**src/rtl/flt_pkg.sv**
```systemverilog
package flt_pkg;
  typedef enum logic [1:0] {
    FL_MODE_OFF  = 2'b00,
    FL_MODE_FAST = 2'b01,
    FL_MODE_RSV2 = 2'b10,
    FL_MODE_RSV3 = 2'b11
  } fl_mode_e;

  localparam int unsigned FL_TIMER_W = 12;
  localparam int unsigned FL_MOD_W   = 12;
endpackage

```
**src/rtl/flt_cfg_regs.sv**
```systemverilog
module flt_cfg_regs
  import flt_pkg::*;
#(
  parameter int unsigned TIMER_W = FL_TIMER_W,
  parameter int unsigned MOD_W   = FL_MOD_W
) (
  input  logic               clk,
  input  logic               rst_n,
  input  logic               wr_en,
  input  logic [1:0]         mode_in,
  input  logic [TIMER_W-1:0] timer_in,
  input  logic [MOD_W-1:0]   mod_in,
  output fl_mode_e           mode_q,
  output logic [TIMER_W-1:0] timer_q,
  output logic [MOD_W-1:0]   mod_q
);
  fl_mode_e           mode_d;
  logic [TIMER_W-1:0] timer_d;
  logic [MOD_W-1:0]   mod_d;

  always_comb begin
    mode_d  = mode_q;
    timer_d = timer_q;
    mod_d   = mod_q;
    if (wr_en) begin
      mode_d  = fl_mode_e'(mode_in);
      timer_d = timer_in;
      mod_d   = mod_in;
    end
  end

  always_ff @(posedge clk or negedge rst_n) begin
    if (!rst_n) begin
      mode_q  <= FL_MODE_OFF;
      timer_q <= '0;
      mod_q   <= '0;
    end else begin
      mode_q  <= mode_d;
      timer_q <= timer_d;
      mod_q   <= mod_d;
    end
  end
endmodule

```
**src/rtl/flt_prescaler.sv**
```systemverilog
module flt_prescaler
  import flt_pkg::*;
#(
  parameter int unsigned MOD_W = FL_MOD_W
) (
  input  logic             clk,
  input  logic             rst_n,
  input  logic             run,
  input  logic             restart,
  input  logic [MOD_W-1:0] mod_in,
  output logic             tick
);
  localparam int unsigned CW = MOD_W + 1;

  logic [MOD_W-1:0] cnt_q, cnt_d;
  logic [MOD_W-1:0] snap_q, snap_d;
  logic [CW-1:0]    cnt_inc;

  assign cnt_inc = {1'b0, cnt_q} + CW'(1);
  assign tick    = run && !restart && (cnt_inc >= {1'b0, snap_q});

  always_comb begin
    snap_d = snap_q;
    cnt_d  = cnt_q;
    if (restart) begin
      snap_d = mod_in;
      cnt_d  = '0;
    end else if (!run) begin
      cnt_d  = '0;
    end else if (tick) begin
      cnt_d  = '0;
    end else begin
      cnt_d  = cnt_inc[MOD_W-1:0];
    end
  end

  always_ff @(posedge clk or negedge rst_n) begin
    if (!rst_n) begin
      cnt_q  <= '0;
      snap_q <= '0;
    end else begin
      cnt_q  <= cnt_d;
      snap_q <= snap_d;
    end
  end
endmodule

```
**src/rtl/flt_downcount.sv**
```systemverilog
module flt_downcount
  import flt_pkg::*;
#(
  parameter int unsigned W = FL_TIMER_W
) (
  input  logic         clk,
  input  logic         rst_n,
  input  logic         clear,
  input  logic         load,
  input  logic [W-1:0] load_val,
  input  logic         tick,
  output logic         busy,
  output logic         last_tick
);
  logic [W-1:0] cnt_q, cnt_d;

  assign busy      = (cnt_q != '0);
  assign last_tick = tick && (cnt_q == W'(1));

  always_comb begin
    cnt_d = cnt_q;
    if (clear)                  cnt_d = '0;
    else if (load)              cnt_d = load_val;
    else if (tick && busy)      cnt_d = cnt_q - W'(1);
  end

  always_ff @(posedge clk or negedge rst_n) begin
    if (!rst_n) cnt_q <= '0;
    else        cnt_q <= cnt_d;
  end
endmodule

```
**src/rtl/pll_fastlock_timer.sv**
```systemverilog
module pll_fastlock_timer
  import flt_pkg::*;
#(
  parameter int unsigned TIMER_W = FL_TIMER_W,
  parameter int unsigned MOD_W   = FL_MOD_W
) (
  input  logic               clk,
  input  logic               rst_n,
  input  logic               cfg_wr,
  input  logic [1:0]         cfg_mode,
  input  logic [TIMER_W-1:0] cfg_timer,
  input  logic [MOD_W-1:0]   cfg_mod,
  input  logic               freq_load,
  output logic               wide_bw,
  output logic               done
);
  fl_mode_e           mode_q;
  logic [TIMER_W-1:0] timer_q;
  logic [MOD_W-1:0]   mod_q;
  logic               armed, accept, tick, busy, last_tick;
  logic               done_q, done_d;

  flt_cfg_regs #(.TIMER_W(TIMER_W), .MOD_W(MOD_W)) u_cfg (
    .clk(clk), .rst_n(rst_n), .wr_en(cfg_wr),
    .mode_in(cfg_mode), .timer_in(cfg_timer), .mod_in(cfg_mod),
    .mode_q(mode_q), .timer_q(timer_q), .mod_q(mod_q)
  );

  assign armed  = (mode_q == FL_MODE_FAST);
  assign accept = freq_load && armed;

  flt_prescaler #(.MOD_W(MOD_W)) u_presc (
    .clk(clk), .rst_n(rst_n),
    .run(armed && busy), .restart(accept),
    .mod_in(mod_q), .tick(tick)
  );

  flt_downcount #(.W(TIMER_W)) u_down (
    .clk(clk), .rst_n(rst_n),
    .clear(!armed), .load(accept), .load_val(timer_q),
    .tick(tick), .busy(busy), .last_tick(last_tick)
  );

  assign done_d = last_tick && armed;

  always_ff @(posedge clk or negedge rst_n) begin
    if (!rst_n) done_q <= 1'b0;
    else        done_q <= done_d;
  end

  assign wide_bw = busy && armed;
  assign done    = done_q;
endmodule

```
**config.mk**
```make
export PLATFORM = sky130hd
export DESIGN_NAME = pll_fastlock_timer
export DESIGN_NICKNAME = d
export VERILOG_FILES = /design/src/rtl/flt_pkg.sv /design/src/rtl/flt_cfg_regs.sv /design/src/rtl/flt_prescaler.sv /design/src/rtl/flt_downcount.sv /design/src/rtl/pll_fastlock_timer.sv
export SDC_FILE = /design/constraint.sdc
export NUM_CORES = 1
export LEC_CHECK = 0
export BUFFER_PORTS_ARGS = -buffer_cell sky130_fd_sc_hd__buf_2
export CORE_MARGIN = 4
export CORE_UTILIZATION = 40
export CTS_CLUSTER_SIZE = 14
export DETAILED_ROUTE_END_ITERATION = 6
export GPL_TIMING_DRIVEN = 0
export SLEW_MARGIN = 20
export SYNTH_ARGS = -nofsm -noshare
export SYNTH_HDL_FRONTEND = slang
export SYNTH_SLANG_ARGS = --single-unit
```
**constraint.sdc**
```tcl
create_clock -name clk -period 7.95 [get_ports clk]
set_input_delay 0.795 -clock clk [delete_from_list [all_inputs] [get_ports clk]]
set_output_delay 0.795 -clock clk [all_outputs]
set_load 0.01 [all_outputs]
```
* Word level (Yosys, flattened, before mapping)
Cells that the tools add are included.
Word-level totals: ROM bits 0, output and inout bits 2, memories kept 0, bits of input ports 30, logic and storage cells 28, bits in latches 0, RAM bits 0, bits in registers 63
Operators by class: magnitude comparators 1, bitwise gates (word level) 0, multiply operators 0, divide/modulo/power cells 0, add/sub/neg operators 2, multiplexer cells 6, shifts and indexed selects 0, reductions and logical operators 9, equality and inequality tests 3
Operators by type and width (count):
- $mux W12 | 6
- $add A12 B1 Y13 const B | 1
- $ge A13 B12 Y1 | 1
- $eq A12 B1 Y1 const B | 1
- $reduce_bool A12 Y1 | 1
- $sub A12 B1 Y12 const B | 1
- $logic_and A1 B1 Y1 | 7
- $ne A3 B1 Y1 const B | 1
- $eq A2 B1 Y1 const B | 1
- $logic_not A1 Y1 | 1

* Depth between registers and ports, before layout
Gate-level depths: netlist of the first run.
word-level depth 9, gate-level depth with buffers 12, depth with buffers taken out 11

* Hierarchy
Synthesis of the first run repeated with hierarchy kept, for this count alone.
Second synthesis, totals: cells, all modules 291, area total of the unflattened synthesis 3388.2 um2
Modules (own cells, without submodules):
- flt_prescaler | sequential area each 600.6 um2, times used 1, area each 1411.4 um2, cells an instance 137
- flt_cfg_regs | sequential area each 650.6 um2, times used 1, area each 1069.8 um2, cells an instance 55
- flt_downcount | sequential area each 300.3 um2, times used 1, area each 849.6 um2, cells an instance 94
- pll_fastlock_timer | sequential area each 25.0 um2, times used 1, area each 57.6 um2, cells an instance 5

* Worst setup path after synthesis of the first run
No wires, ideal clock.
path type flip-flop to flip-flop, start reg u_presc.cnt_q[2], end reg u_presc.cnt_q[10], buffers on the path 1, required time 7.883 ns, setup time 0.067 ns, period minus slack after synthesis 2.663 ns, slack 5.287 ns, cell stages (with the launch flop) 12, data arrival time 2.597 ns, path through dfrtp_1 -> nand4_1 -> nor3b_1 -> and3_1 -> xor2_1 -> ha_1 -> o2111ai_1 -> nor2_1 -> a211oi_4 -> and2_1 -> buf_2 -> and3_1
Between the ends: cells in the longest elaborated chain, start to end 6
RTL lines:
- from (decl) | RTL line flt_prescaler.sv:15 | logic [MOD_W-1:0] cnt_q, cnt_d;
- from (signal assigned) | RTL line flt_prescaler.sv:42 | cnt_q <= cnt_d;
- $add A12 B1 Y13 (*) | RTL line flt_prescaler.sv:19 | assign cnt_inc = {1'b0, cnt_q} + CW'(1);
- $ge A13 B12 Y1 | RTL line flt_prescaler.sv:20 | assign tick = run && !restart && (cnt_inc >= {1'b0, snap_q});
- $logic_and A1 B1 Y1 | RTL line flt_prescaler.sv:20
- $mux W12 (*) | RTL line flt_prescaler.sv:30 | end else if (tick) begin
- $mux W12 (*) | RTL line flt_prescaler.sv:28 | end else if (!run) begin
- $mux W12 (*) | RTL line flt_prescaler.sv:25 | if (restart) begin
- net u_presc.cnt_d[10] | RTL line flt_prescaler.sv:15
The timed path passes the listed nets; every way through them passes the cells marked *. A chain may end at the register's enable or synchronous reset.

* Worst setup path in the final report of the first run
start reg u_presc.cnt_q[2], end reg u_presc.cnt_q[9]
Same word-level chain as after synthesis.

==> flow_summary.ini, run 1 <==
[synthesis]
synth.yosys.seq_area_share = 0.489
post_synthesis_cells = 272
synthesis.area_per_instance_um2 = 11.8
synth-warning-count = 0
synthFlopType = dfrtp_1
yosysTopAreaCell = dfrtp_1
synth_edf_count = 0
synth.lib_cells_used.distinct = 49
synth.net_count = 318
synth.top_cell.area_share = 0.489
synth-seq-cells = 63
synthesis.area_um2 = 3220
synthArstFlopShare = 1.00
netlist_top_cells_area = dfrtp_1, mux2_2, ha_1

[drt]
detail_route.vias_per_cell = 5.18
drt.antenna.violating_nets = 0
drt_first_iter_violations = 121
drc_errors = 0
routed_wl_um = 6210
routedWlPerCell_um = 14.8
vias = 2174
drt_first_pass_iters = 4

[clocking]
cts_resized = 0
clock_tree.htree_level_count = 3
max-clock-path-buffers = 2
cts_buffers = 9
holdBufCountCts = 0
cts_setup_buffers = 0
cts_clock_pin_slew_for_the_worst_setup_and_hold_paths_ns = 0.07
clock_sinks = 63
insertion_delay_ns = 0.33
cts-root-buf = clkbuf_8
clock_tree_from_tritoncts = yes

[timing]
post-route-min-period_ns = 3.21
hold_viol_final = 0
hold_slack_ns = 0.503
slew_headroom = 0.475
finalWorstSetupSlack_ns = 4.74
setup_tns_ns = 0
timing.fmax_mhz = 312
setup_viol = 0
worst-slew-pin-transition_ns = 0.787
maxSlewViolCount = 0
final_min_period_over_clock_period = 0.404
clock-skew-final_ns = 0.00745
setup_repair_after_global_routing_missed_its_margin = false

[layout]
area_growth_pct = 13.8
share_of_layout_cells_above_drive_strength_1 = 0.311
antenna_cells_inserted = 0
finalNetCount = 359
final_common_cell = dfrtp_1
mostFrequentLayoutCells = dfrtp_1, mux2_2, buf_2
layout.cells.non_filler = 420

[setup_path]
data_arrival_time_of_the_critical_path_ns = 3.47
cpLargestDelayFamily = simple AND/OR/NAND/NOR gates
worstPathRequired_ns = 8.21
critical_path_class = reg2reg
crit_path_max_incr_delay_ns = 0.53
timing.critical_path.to_type = register
r2r_start = u_presc.cnt_q[2]
crit_chain = nand4_1, nor3b_1, and3_1, xor2_1, ha_1, o2111ai_1, nor2_1, a211oi_4, and2_1, buf_2, and3_1
slowest_stage = a211oi_4
critPathBufInv = 1
crit_fanout = 10
setup.worst_path.start = u_presc.cnt_q[2]
worst_path_most_repeated_cell = and3_1
start_kind = register

[power]
total_power_mw = 0.752
power.density_cell_area_nw_per_um2 = 205
standby_leakage_power_nw = 1.67
vdd.ir_drop.worst_v = 0.000131

[min_path]
hold_class = reg2reg
timing.hold.worst.start = u_cfg.timer_q[10]

[place]
placed_cells = 404
detailedPlace.worstSlack_ns = 4.81
buffer_ports.inserted = 30
gp_routability_congestion = 0.824
dpl.hpwl_um = 4650

[global_routing]
grt.total_usage = 0.139
first_global_vias = 2246
grt_max_degree = 64
grt_overflow_total = 0
grt_pass1_wl_um = 10800
antenna_found_initial = 0

[die]
area_enclosed_by_the_die_boundary_um2 = 9560
number_of_rows_created_at_floorplan = 32
core-area_um2 = 7770
die_w_um = 97.8
design.portCount = 32
floorplan.initialDensity = 0.415
die_h_um = 97.8

[run]
timing.max_cap.violations = 0

[run_status]
outcome = complete, no violations
## synth_stat cells (2+ instances only)
| master | count |
|---|---|
| a21o_1 | 2 |
| dfrtp_1 | 63 |
| inv_1 | 17 |
| a21oi_1 | 12 |
| a211oi_1 | 7 |
| nor3_1 | 4 |
| xor2_1 | 4 |
| nor2_1 | 10 |
| o21ai_0 | 10 |
| and3_1 | 12 |
| o221ai_1 | 2 |
| buf_1 | 2 |
| and3_2 | 2 |
| mux2i_1 | 2 |
| nand3_1 | 9 |
| ha_1 | 16 |
| clkbuf_1 | 6 |
| nand2_1 | 8 |
| xnor2_1 | 13 |
| mux2_2 | 38 |
| nand4_1 | 5 |
## area by class of cell
cell class	instances	area, um2
tap	102	128
inverter	17	63.8
fill	771	4100
sequential	63	1580
buffer	9	35.0
clock buffer	10	128
multi-input combinational	183	1550
timing repair buffer	30	153
clock inverter	6	37.5
## registers in the layout, indices dropped and copies added, names as in the netlist
signal	flops
u_cfg.timer_q	12
u_presc.cnt_q	12
done	1
u_cfg.mode_q	2
u_presc.snap_q	12
u_down.cnt_q	12
u_cfg.mod_q	12
## path summary, 6_finish.rpt
path	to	cells past startpoint	slack [ns]
min reg2reg	u_cfg.timer_q[10]	1	0.50
min	u_cfg.timer_q[10]	1	0.50
max reg2reg	u_presc.cnt_q[9]	11	4.74
min in group asynchronous	u_cfg.mod_q[4]	1	0.55
max	u_presc.cnt_q[9]	11	4.74
max in group asynchronous	u_down.cnt_q[10]	1	6.89
## report_power, final
group | internal [mW] | switching (mW) | total [mW]
registers | 0.358 | 0.0240 | 0.382
logic | 0.0649 | 0.0704 | 0.135
clock network | 0.111 | 0.123 | 0.235
## per-stage QoR
stage,cell area (um2),util
floorplan,3220,-
global placement,3500,0.451
detailed placement,3500,0.451
CTS,3670,0.472
global route,3670,0.472
finish,3670,0.472
## worst register-to-register path, cell delays in order, from the launching register on
cell and delay, ns:
dfrtp_1 0.42, nand4_1 0.18, nor3b_1 0.32, and3_1 0.22, xor2_1 0.27, ha_1 0.34
o2111ai_1 0.10, nor2_1 0.09, a211oi_4 0.53, and2_1 0.29, buf_2 0.21, and3_1 0.17
## per-layer routing
layer	track usage	wire, um	vias up	part of all wire
met5	0	0	-	0
li1	-	-	1060	-
met1	0.204	3210	1075	0.52
met2	0.201	2740	35	0.44
met4	0.0543	70	0	0.011
met3	0.0300	192	4	0.031
## cells by family (layout without fill, tap and decap cells)
kind of cell / Yosys count / in the layout / synth area share
compound gates: 44 / 44 / 0.108
fa+ha+maj: 16 / 16 / 0.0621
flops: 63 / 63 / 0.489
buf+inv: 26 / 72 / 0.0307
xor+xnor: 17 / 17 / 0.0462
mux: 40 / 40 / 0.139
simple gates: 66 / 66 / 0.125
No activity file was read; power rests on OpenSTA's default activity.
==> run 2: changes to the inputs <==
clock period = 2.65 ns   (was 7.95 ns; I/O delays follow)
==> flow_summary.ini, run 2 (synthesis results as in run 1) <==
[run_status]
outcome = complete, but fails checks
failed_checks = negative setup slack

[die]
die_h_um = 97.8
die_w_um = 97.8
number_of_rows_created_at_floorplan = 32
core-area_um2 = 7770
area_enclosed_by_the_die_boundary_um2 = 9560
design.portCount = 32
floorplan.initialDensity = 0.415

[clocking]
max-clock-path-buffers = 2
clock_sinks = 63
cts_buffers = 9
holdBufCountCts = 0
cts_clock_pin_slew_for_the_worst_setup_and_hold_paths_ns = 0.07
clock_tree_from_tritoncts = yes
cts-root-buf = clkbuf_8
insertion_delay_ns = 0.33
clock_tree.htree_level_count = 3

[place]
dpl.hpwl_um = 4610
placed_cells = 404
detailedPlace.worstSlack_ns = -0.461
buffer_ports.inserted = 30
gp_routability_congestion = 0.843
placed_cell_area_um2 = 3510

[setup_path]
critical_path_class = reg2reg
data_arrival_time_of_the_critical_path_ns = 3.04
timing.critical_path.to_type = register
crit_fanout = 4
worstPathRequired_ns = 2.85
start_kind = register

[timing]
maxSlewViolCount = 0
post-route-min-period_ns = 2.84
hold_slack_ns = 0.0112
clock-skew-final_ns = 0.00973
worst-slew-pin-transition_ns = 0.775
setup_tns_ns = -3.13
setup_viol = 25
finalWorstSetupSlack_ns = -0.194
final_min_period_over_clock_period = 1.07
hold_viol_final = 0
setup_repair_after_global_routing_missed_its_margin = true
timing.fmax_mhz = 352
slew_headroom = 0.483

[drt]
drt.antenna.violating_nets = 0
drt_first_pass_iters = 4
vias = 2316
drt_first_iter_violations = 113
routed_wl_um = 7000
detail_route.vias_per_cell = 5.20
routedWlPerCell_um = 15.7
drc_errors = 0

[power]
standby_leakage_power_nw = 1.92
vdd.ir_drop.worst_v = 0.000362
total_power_mw = 2.60
power.density_cell_area_nw_per_um2 = 611

[global_routing]
antenna_found_initial = 0
grt_pass1_wl_um = 11700
grt_overflow_total = 0
grt_max_degree = 64
first_global_vias = 2465
grt.total_usage = 0.153

[layout]
share_of_layout_cells_above_drive_strength_1 = 0.464
layout.filler_cells = 675
antenna_cells_inserted = 0
finalNetCount = 384
final_common_cell = dfrtp_1
design_area_um2 = 4260
utilization_after_layout = 0.548
layout.cells.non_filler = 445
area_growth_pct = 32.1
mostFrequentLayoutCells = dfrtp_1, mux2_2, buf_2

[run]
timing.max_cap.violations = 0

[min_path]
hold_class = in2async
[run 2: cell count changes in the layout (fill, tap and decap cells not counted), sizes merged]
cell / delta
o2111ai: +1
buf: +23
clkinv: -2
clkbuf: +4
clkinvlp: -3
bufinv: +2
[run 2: power by group]
part / internal, mW / switching [mW] / leakage, nW
registers: 1.08 / 0.0731 / 0.787
logic: 0.253 / 0.268 / 1.02
clock network: 0.581 / 0.351 / 0.114
total: 1.91 / 0.691 / 1.92
[run 2: timing repair]
item | CTS | global route
gates cloned | 1 | 1
gates resized for setup | 27 | 28
endpoints found under the setup margin | 25 | 26
pin swaps | 17 | 22
buffers inserted | 17 | 6
[run 2: path summary, 6_finish.rpt]
check / startpoint / to / slack [ns] / cells past startpoint
setup / recovery: u_presc.cnt_q[3] / u_down.cnt_q[7] / -0.19 / 13
hold / removal: rst_n / u_cfg.mod_q[5] / 0.01 / 1
setup reg to reg: u_presc.cnt_q[3] / u_down.cnt_q[7] / -0.19 / 13
hold reg to reg: u_cfg.mod_q[4] / u_presc.snap_q[4] / 0.50 / 1
max in group asynchronous: rst_n / u_presc.cnt_q[0] / 2.08 / 1
min in group clk: cfg_mod[7] / u_cfg.mod_q[7] / 0.16 / 2
[run 2: per-layer routing]
layer  routed length, um  part of all wire  global-route usage
met5                   0                 0                   0
met4                 105             0.015              0.0607
met3                 202             0.029              0.0321
met2                3280              0.47               0.230
met1                3410              0.49               0.215
[run 2: critical path, stage by stage (launching register included)]
cell       delay, ns
dfrtp_1         0.41
nand4_1         0.14
buf_4           0.17
nor3b_4         0.20
and3_4          0.24
xor2_4          0.09
ha_4            0.31
o2111ai_2       0.10
nor2_2          0.14
a211oi_4        0.11
clkbuf_16       0.18
a2111oi_4       0.36
xnor2_1         0.17
a21oi_1         0.08
[run 2: final cells by class]
cell class	instances	area, um2	area share
buffer	9	37.5	0.00881
clock buffer	13	159	0.0373
clock inverter	3	65.1	0.0153
inverter	17	63.8	0.0150
multi-input combinational	184	1850	0.434
sequential	63	1580	0.371
tap	102	128	0.0300
timing repair buffer	54	378	0.0887
